===== src/rtl/ovl_pkg.sv =====
package ovl_pkg;
  typedef enum logic [1:0] {
    MODE_OFF  = 2'd0,
    MODE_CON  = 2'd1,
    MODE_MRAM = 2'd2,
    MODE_ROM  = 2'd3
  } ovl_mode_e;

  localparam int CON_BIT  = 7;
  localparam int MRAM_BIT = 6;
endpackage


===== src/rtl/ovl_ctrl_reg.sv =====
module ovl_ctrl_reg #(
  parameter logic [7:0] PORT_ADDR = 8'hE3,
  parameter int         BANK_W    = 2
) (
  input  logic              clk_i,
  input  logic              rst_ni,
  input  logic [7:0]        port_i,
  input  logic [7:0]        data_i,
  input  logic              iorq_ni,
  input  logic              wr_ni,
  output logic              conmem_o,
  output logic              mapram_o,
  output logic [BANK_W-1:0] bank_o
);
  import ovl_pkg::*;

  logic hit;
  logic unused_data;

  assign hit         = !iorq_ni && !wr_ni && (port_i == PORT_ADDR);
  assign unused_data = ^data_i[MRAM_BIT-1:BANK_W];

  always_ff @(posedge clk_i or negedge rst_ni) begin
    if (!rst_ni) begin
      conmem_o <= 1'b0;
      mapram_o <= 1'b0;
      bank_o   <= '0;
    end else if (hit) begin
      conmem_o <= data_i[CON_BIT];
      mapram_o <= mapram_o | data_i[MRAM_BIT];  // set-only
      bank_o   <= data_i[BANK_W-1:0];
    end
  end
endmodule


===== src/rtl/ovl_mode_sel.sv =====
module ovl_mode_sel (
  input  logic               conmem_i,
  input  logic               mapram_i,
  input  logic               rom_closed_i,
  input  logic               mapped_i,
  output ovl_pkg::ovl_mode_e mode_o
);
  import ovl_pkg::*;

  // force-map beats RAM-as-ROM beats jumper
  always_comb begin
    if (conmem_i)                     mode_o = MODE_CON;
    else if (mapram_i && mapped_i)    mode_o = MODE_MRAM;
    else if (rom_closed_i && mapped_i) mode_o = MODE_ROM;
    else                              mode_o = MODE_OFF;
  end
endmodule


===== src/rtl/ovl_map_dec.sv =====
module ovl_map_dec #(
  parameter int BANK_W = 2
) (
  input  ovl_pkg::ovl_mode_e mode_i,
  input  logic [BANK_W-1:0]  bank_i,
  input  logic [2:0]         addr_hi_i,
  input  logic               mreq_ni,
  input  logic               rom_closed_i,
  output logic               rom_cs_o,
  output logic               rom_we_o,
  output logic               ram_cs_o,
  output logic               ram_we_o,
  output logic [BANK_W-1:0]  ram_page_o,
  output logic               host_rom_off_o
);
  import ovl_pkg::*;

  localparam logic [BANK_W-1:0] RO_PAGE = '1;

  logic in_win;
  logic upper;

  assign in_win         = !mreq_ni && (addr_hi_i[2:1] == 2'b00) && (mode_i != MODE_OFF);
  assign upper          = addr_hi_i[0];
  assign host_rom_off_o = (mode_i != MODE_OFF);

  always_comb begin
    rom_cs_o   = 1'b0;
    rom_we_o   = 1'b0;
    ram_cs_o   = 1'b0;
    ram_we_o   = 1'b0;
    ram_page_o = '0;
    if (in_win) begin
      if (upper) begin
        ram_cs_o   = 1'b1;
        ram_page_o = bank_i;
        ram_we_o   = (mode_i == MODE_MRAM) ? (bank_i != RO_PAGE) : 1'b1;
      end else begin
        unique case (mode_i)
          MODE_CON: begin
            rom_cs_o = 1'b1;
            rom_we_o = !rom_closed_i;
          end
          MODE_MRAM: begin
            ram_cs_o   = 1'b1;
            ram_page_o = RO_PAGE;
          end
          MODE_ROM: rom_cs_o = 1'b1;
          default: ;
        endcase
      end
    end
  end
endmodule


===== src/rtl/ovl_map_ctrl.sv =====
module ovl_map_ctrl #(
  parameter logic [7:0] PORT_ADDR = 8'hE3,
  parameter int         ADDR_W    = 16,
  parameter int         BANK_W    = 2
) (
  input  logic              clk_i,
  input  logic              rst_ni,
  input  logic [ADDR_W-1:0] addr_i,
  input  logic [7:0]        data_i,
  input  logic              iorq_ni,
  input  logic              wr_ni,
  input  logic              mreq_ni,
  input  logic              rom_jmp_closed_i,
  input  logic              mapped_i,
  output logic              rom_cs_o,
  output logic              rom_we_o,
  output logic              ram_cs_o,
  output logic              ram_we_o,
  output logic [BANK_W-1:0] ram_page_o,
  output logic              host_rom_off_o
);
  import ovl_pkg::*;

  logic              conmem_q;
  logic              mapram_q;
  logic [BANK_W-1:0] bank_q;
  ovl_mode_e         mode;
  logic              unused_addr;

  assign unused_addr = ^addr_i[ADDR_W-4:8];

  ovl_ctrl_reg #(.PORT_ADDR(PORT_ADDR), .BANK_W(BANK_W)) u_reg (
    .clk_i    (clk_i),
    .rst_ni   (rst_ni),
    .port_i   (addr_i[7:0]),
    .data_i   (data_i),
    .iorq_ni  (iorq_ni),
    .wr_ni    (wr_ni),
    .conmem_o (conmem_q),
    .mapram_o (mapram_q),
    .bank_o   (bank_q)
  );

  ovl_mode_sel u_sel (
    .conmem_i     (conmem_q),
    .mapram_i     (mapram_q),
    .rom_closed_i (rom_jmp_closed_i),
    .mapped_i     (mapped_i),
    .mode_o       (mode)
  );

  ovl_map_dec #(.BANK_W(BANK_W)) u_dec (
    .mode_i         (mode),
    .bank_i         (bank_q),
    .addr_hi_i      (addr_i[ADDR_W-1:ADDR_W-3]),
    .mreq_ni        (mreq_ni),
    .rom_closed_i   (rom_jmp_closed_i),
    .rom_cs_o       (rom_cs_o),
    .rom_we_o       (rom_we_o),
    .ram_cs_o       (ram_cs_o),
    .ram_we_o       (ram_we_o),
    .ram_page_o     (ram_page_o),
    .host_rom_off_o (host_rom_off_o)
  );
endmodule


===== config.mk =====
export PLATFORM = sky130hd
export DESIGN_NAME = ovl_map_ctrl
export DESIGN_NICKNAME = d
export VERILOG_FILES = /design/src/rtl/ovl_pkg.sv /design/src/rtl/ovl_ctrl_reg.sv /design/src/rtl/ovl_mode_sel.sv /design/src/rtl/ovl_map_dec.sv /design/src/rtl/ovl_map_ctrl.sv
export SDC_FILE = /design/constraint.sdc
export NUM_CORES = 1
export LEC_CHECK = 0
export ABC_AREA = 1
export BUFFER_PORTS_ARGS = -buffer_cell sky130_fd_sc_hd__buf_2
export CAP_MARGIN = 20
export CORE_AREA = 8 8 45 47
export CTS_BUF_LIST = sky130_fd_sc_hd__clkbuf_16
export DETAILED_ROUTE_END_ITERATION = 12
export DIE_AREA = 0 0 53 55
export HOLD_SLACK_MARGIN = 0.02
export SYNTH_ARGS = -nofsm -noshare
export SYNTH_HDL_FRONTEND = slang
export SYNTH_SLANG_ARGS = --single-unit

===== constraint.sdc =====
create_clock -name clk_i -period 2.4 [get_ports clk_i]
set_input_delay 0.72 -clock clk_i [delete_from_list [all_inputs] [get_ports clk_i]]
set_output_delay 0.72 -clock clk_i [all_outputs]
set_load 0.1 [all_outputs]

# == After elaboration in Yosys (flattened, before gate mapping) ==
# Cells that the tools add are included.
# word_totals
inputBits,31
regBits,4
out_inout_bits,7
wordCells,40
# op_classes
reduce_logical,13
bitwise,1
n_eq_ne,5
n_mux,18
# op_table
operator,n
2-to-1 mux 1 bit,12
2-to-1 mux 2 bit,6
"equality test 8 bit, second input constant",1
logical AND 1 bit,6
"equality test 2 bit, second input constant",2
logical NOT 1 bit,4
"equality test 2 x 1 -> 1 bit, second input constant",1
logical NOT 2 bit,1
"!= test 2 bit, second input constant",1
nonzero test 2 bit,1
OR reduction 2 bit,1
bitwise OR 1 bit,1

# == Logic depth before layout (Yosys ltp) ==
# logic_depth
depth_word,9
mapped_depth,7
mapped_depth_nobuf,7

# == By module ==
# From an unflattened synthesis, not the netlist that was laid out.
# hier_totals
hier_cells,63
hier_area_um2,395.4
# by_module_without_submodules
module,area_per_inst_um2,cells_each,instances,seq_area_each_um2
ovl_ctrl_reg,225.2,27,1,100.1
ovl_map_dec,142.6,29,1,0.0
ovl_mode_sel,27.5,7,1,0.0

# == Least setup slack after synthesis ==
# OpenSTA, ideal clock, no wires.
# synth_timing
kind,input port to output port
start,input mapped_i
end,output ram_page_o[0]
arrival_time_ns,2.786
cell_stages,6
n_path_buf,0
slack_ns,-1.106
required_ns,1.680
cell_sequence,nand2_1 -> nand3_2 -> nand2_1 -> inv_2 -> nand2_1 -> nor2_1
# synth_via
word_cells_on_any_way,11
cone_classes,eq/ne: 1; mux: 6; reduce/logical: 4
# synth_lines
item,line,rtl
start: declaration,ovl_map_ctrl.sv:14,"input logic mapped_i,"
logical AND 1 bit,ovl_mode_sel.sv:14,else if (rom_closed_i && mapped_i) mode_o = MODE_ROM;
2-to-1 mux 2 bit,ovl_mode_sel.sv:14,
2-to-1 mux 2 bit (*),ovl_mode_sel.sv:13,else if (mapram_i && mapped_i) mode_o = MODE_MRAM;
2-to-1 mux 2 bit (*),ovl_mode_sel.sv:12,if (conmem_i) mode_o = MODE_CON;
nonzero test 2 bit (*),--,
via host_rom_off_o,ovl_map_ctrl.sv:20,output logic host_rom_off_o
logical AND 1 bit (*),ovl_map_dec.sv:23,assign in_win = !mreq_ni && (addr_hi_i[2:1] == 2'b00) && (mode_i != MODE_OFF);
2-to-1 mux 2 bit (*),ovl_map_dec.sv:33,if (in_win) begin
end: declaration,ovl_map_ctrl.sv:19,"output logic [BANK_W-1:0] ram_page_o,"
# Mark *: on every way through the listed nets, which the timed path passes. The rest lies on a longest branch.

# == Worst setup path after layout ==
# layout_timing
start,input mapped_i
end,output ram_cs_o
# layout_via
elab_chain_len,8
word_cells_on_any_way,11
cone_classes,eq/ne: 1; mux: 6; reduce/logical: 4
# layout_lines
item,line,rtl
logical AND 1 bit,ovl_mode_sel.sv:14,
2-to-1 mux 2 bit,ovl_mode_sel.sv:14,
2-to-1 mux 2 bit (*),ovl_mode_sel.sv:13,
2-to-1 mux 2 bit (*),ovl_mode_sel.sv:12,
equality test 2 bit,ovl_map_dec.sv:39,unique case (mode_i)
2-to-1 mux 1 bit,ovl_map_dec.sv:39,
2-to-1 mux 1 bit,ovl_map_dec.sv:34,if (upper) begin
2-to-1 mux 1 bit (*),ovl_map_dec.sv:33,
end: declaration,ovl_map_ctrl.sv:17,"output logic ram_cs_o,"
# Every way passes the cells marked *; elsewhere a longest branch is shown, timed or not.

==> out/metrics.cfg <==
[status]
run_status = finished, final reports clean

[grt]
grt_start_max_net_pins = 6
leftover_overflow_at_the_end_of_global_routing = 0
vias_in_the_first_global_route = 416
globalRouteTotalUtil_pct = 7.174
grt_first_pass_wirelength_mm = 1.511
initial_antenna_violation_count = 0

[placement]
gp_routability_congestion = 0.6828
placement.io_buffers = 28
placed_cells_incl_taps = 98
hpwl_um = 833
dpl-instance-area_um2 = 708.2

[floorplanning]
fp.coreArea_um2 = 1384
ioPinCount = 38
floorplan.die_area_um2 = 2915
fp.dieH_um = 55
fp.dieW_um = 53
start_util_pct = 25.32
floorplan.rows = 14

[cells_and_area]
mostFrequentLayoutCells = sky130_fd_sc_hd__buf_2 (20), sky130_fd_sc_hd__nand2_1 (12), sky130_fd_sc_hd__inv_1 (7), sky130_fd_sc_hd__buf_12 (7)
syn_to_final_growth_pct = 126.8
layout.cell_area.non_filler_um2 = 794.5
finish.utilization_pct = 57.41
final_stage_net_count = 118
fraction_of_layout_instances_using_a_drive_strength_above_1_pct = 61.18
post_layout_nonfiller_instances = 101
final_common_cell = sky130_fd_sc_hd__buf_2
diode_insertion_count_for_antenna_repair = 0

[power_and_ir_drop]
pwr_density_cell_nw_per_um2 = 517.1
ir_drop_v = 0.0003539
static_power_due_to_leakage_nw = 0.4226

[logic_synthesis]
ys_seq_area_share_pct = 28.57
post-synth-top-area-cell = sky130_fd_sc_hd__dfrtp_1
post_synth_main_area_contributors = sky130_fd_sc_hd__dfrtp_1 (29%), sky130_fd_sc_hd__nand2_1 (19%), sky130_fd_sc_hd__nor2_1 (12%), sky130_fd_sc_hd__inv_1 (8.6%), sky130_fd_sc_hd__nand3_1 (7.1%)
syn_avg_cell_area_um2 = 6.488
synth.top_cell.area_share_pct = 28.57
synth_cells = 54
synth-warning-count = 0
mapped_cell_area_um2 = 350.3
synth.distinct_cells = 12
ys_ff_latch = 4
postSynthNetCount = 85

[clock_network]
cts_setup_buffers = 0
clkSlewWorstSetupHoldPaths_ns = 0.03
cts_made_buffers = 3
tritoncts_num_sinks = 4
clk_root_buffer_cell = sky130_fd_sc_hd__clkbuf_16
clock_tree.htree_level_count = 1
cts_tree = yes
clkLatencyLatePin_ns = 0.22
cts_hold_buffers = 0
clockBufferDepth = 2

[drt]
drc = 0
route.final.wire_length_um = 923
routed-via-count = 424
viasPerCell = 4.198
detail_route.first_pass.iterations = 2
antenna_violating_nets_post_route = 0
drt_iter0_markers = 1
average_detailed_routed_wire_length_per_instance_um = 9.139

[sta]
fmax_ghz = 0.4297
period_needed_ns = 2.327
setup-violations-final = 0
post-route-period-util_pct = 96.97
timing.max_slew.rel_slack_pct = 81.50
drv_slew = 0
worst_clock_skew_ns = 0
grt_setup_unrepaired = false
fin_setup_tns_ns = 0
final_hold_viol_count = 0
worst_pin_slew_ns = 0.2766

[flow_run]
timing.max_cap.violations = 0

[critical_path]
cp-end-kind = output port
worst-setup-path-type = input pin to output port
critical_path_arrival_ns = 1.61
worst-endpoint-required_ns = 1.68
start_kind = input pin
critPathMaxFanout = 3

[worst_hold_path]
holdCritPathClass = input pin to asynchronous set/reset pin

-- stage by stage --
step           hold slack, ns  total power [mW]  worst slack, ns
6_report               0.2981            0.4109          0.07269
5_1_grt                0.2960            0.4300          0.01269
4_1_cts                0.2954            0.4174          0.05161
3_5_place_dp           0.4867            0.1555         -0.04706
3_3_place_gp           0.4865            0.1544         -0.02714
2_1_floorplan          0.4244            0.1206          -0.1855
-- metal layers --
metal / global-route usage, % / part of all wire [%] / vias to the layer above
li1: - / - / 225
met1: 7.645 / 42 / 169
met2: 9.766 / 41 / 27
met3: 4.278 / 14 / 3
met4: 6.466 / 3.1 / 0
met5: 0 / 0 / -
-- worst max-delay path: stages --
cell and delay [ns]:
sky130_fd_sc_hd__clkbuf_4 0.16, sky130_fd_sc_hd__nand2_8 0.06, sky130_fd_sc_hd__o21ai_2 0.15, sky130_fd_sc_hd__nand2_2 0.11, sky130_fd_sc_hd__nand2_4 0.13, sky130_fd_sc_hd__clkinvlp_4 0.10
sky130_fd_sc_hd__buf_12 0.17
-- power breakdown --
part	leakage [nW]	internal (mW)	switching [mW]	total [mW]
combinational	0.335	0.0340	0.0511	0.0851
clock	0.0370	0.212	0.0429	0.255
sequential	0.0504	0.0693	0.00107	0.0704
total	0.423	0.316	0.0951	0.411
-- cell type report --
| cell class | instances | area, um2 |
|---|---|---|
| clock buffer | 3 | 75.07 |
| fill | 123 | 589.3 |
| inverter | 9 | 40.04 |
| multi-input combinational | 41 | 311.5 |
| sequential | 4 | 100.1 |
| tap | 16 | 20.02 |
| timing repair buffer | 28 | 247.7 |
-- state kept, by name, indices dropped and copies added, names as in the netlist --
| register | count |
|---|---|
| u_reg.mapram_o | 1 |
| u_reg.bank_o | 2 |
| u_reg.conmem_o | 1 |
-- synth_stat cells --
master / count
sky130_fd_sc_hd__dfrtp_1: 4
sky130_fd_sc_hd__inv_1: 8
sky130_fd_sc_hd__inv_2: 1
sky130_fd_sc_hd__nand2_1: 18
sky130_fd_sc_hd__nand2_4: 2
sky130_fd_sc_hd__nand3_1: 5
sky130_fd_sc_hd__nand3_2: 1
sky130_fd_sc_hd__nor2_1: 11
sky130_fd_sc_hd__nor2_8: 1
sky130_fd_sc_hd__nor3_4: 1
sky130_fd_sc_hd__o21ai_1: 1
sky130_fd_sc_hd__or2_4: 1
-- logic make-up after synthesis --
family / count (synthesis) / share of synthesized area (%)
and+or+nand+nor: 40 / 60.36
AOI/OAI and AO/OA: 1 / 1.427
buffers and inverters: 9 / 9.642
DFF: 4 / 28.57
-- final timing paths --
kind | from | slack, ns | cells past startpoint | end
setup reg to reg | u_reg.mapram_o | 1.76 | 2 | u_reg.mapram_o
max in group asynchronous | rst_ni | 1.98 | 1 | u_reg.bank_o[0]
min in group clk_i | u_reg.bank_o[1] | 0.50 | 2 | u_reg.bank_o[1]
hold / removal | rst_ni | 0.30 | 1 | u_reg.mapram_o
hold reg to reg | u_reg.bank_o[1] | 0.50 | 2 | u_reg.bank_o[1]
setup / recovery | mapped_i | 0.07 | 7 | ram_cs_o
-- what timing repair did --
| item | CTS | global route |
|---|---|---|
| resized for setup | 2 | 2 |
| pin swaps | 0 | 0 |
| endpoints found under the setup margin | 1 | 2 |
Power figures use the tool's default switching activity.
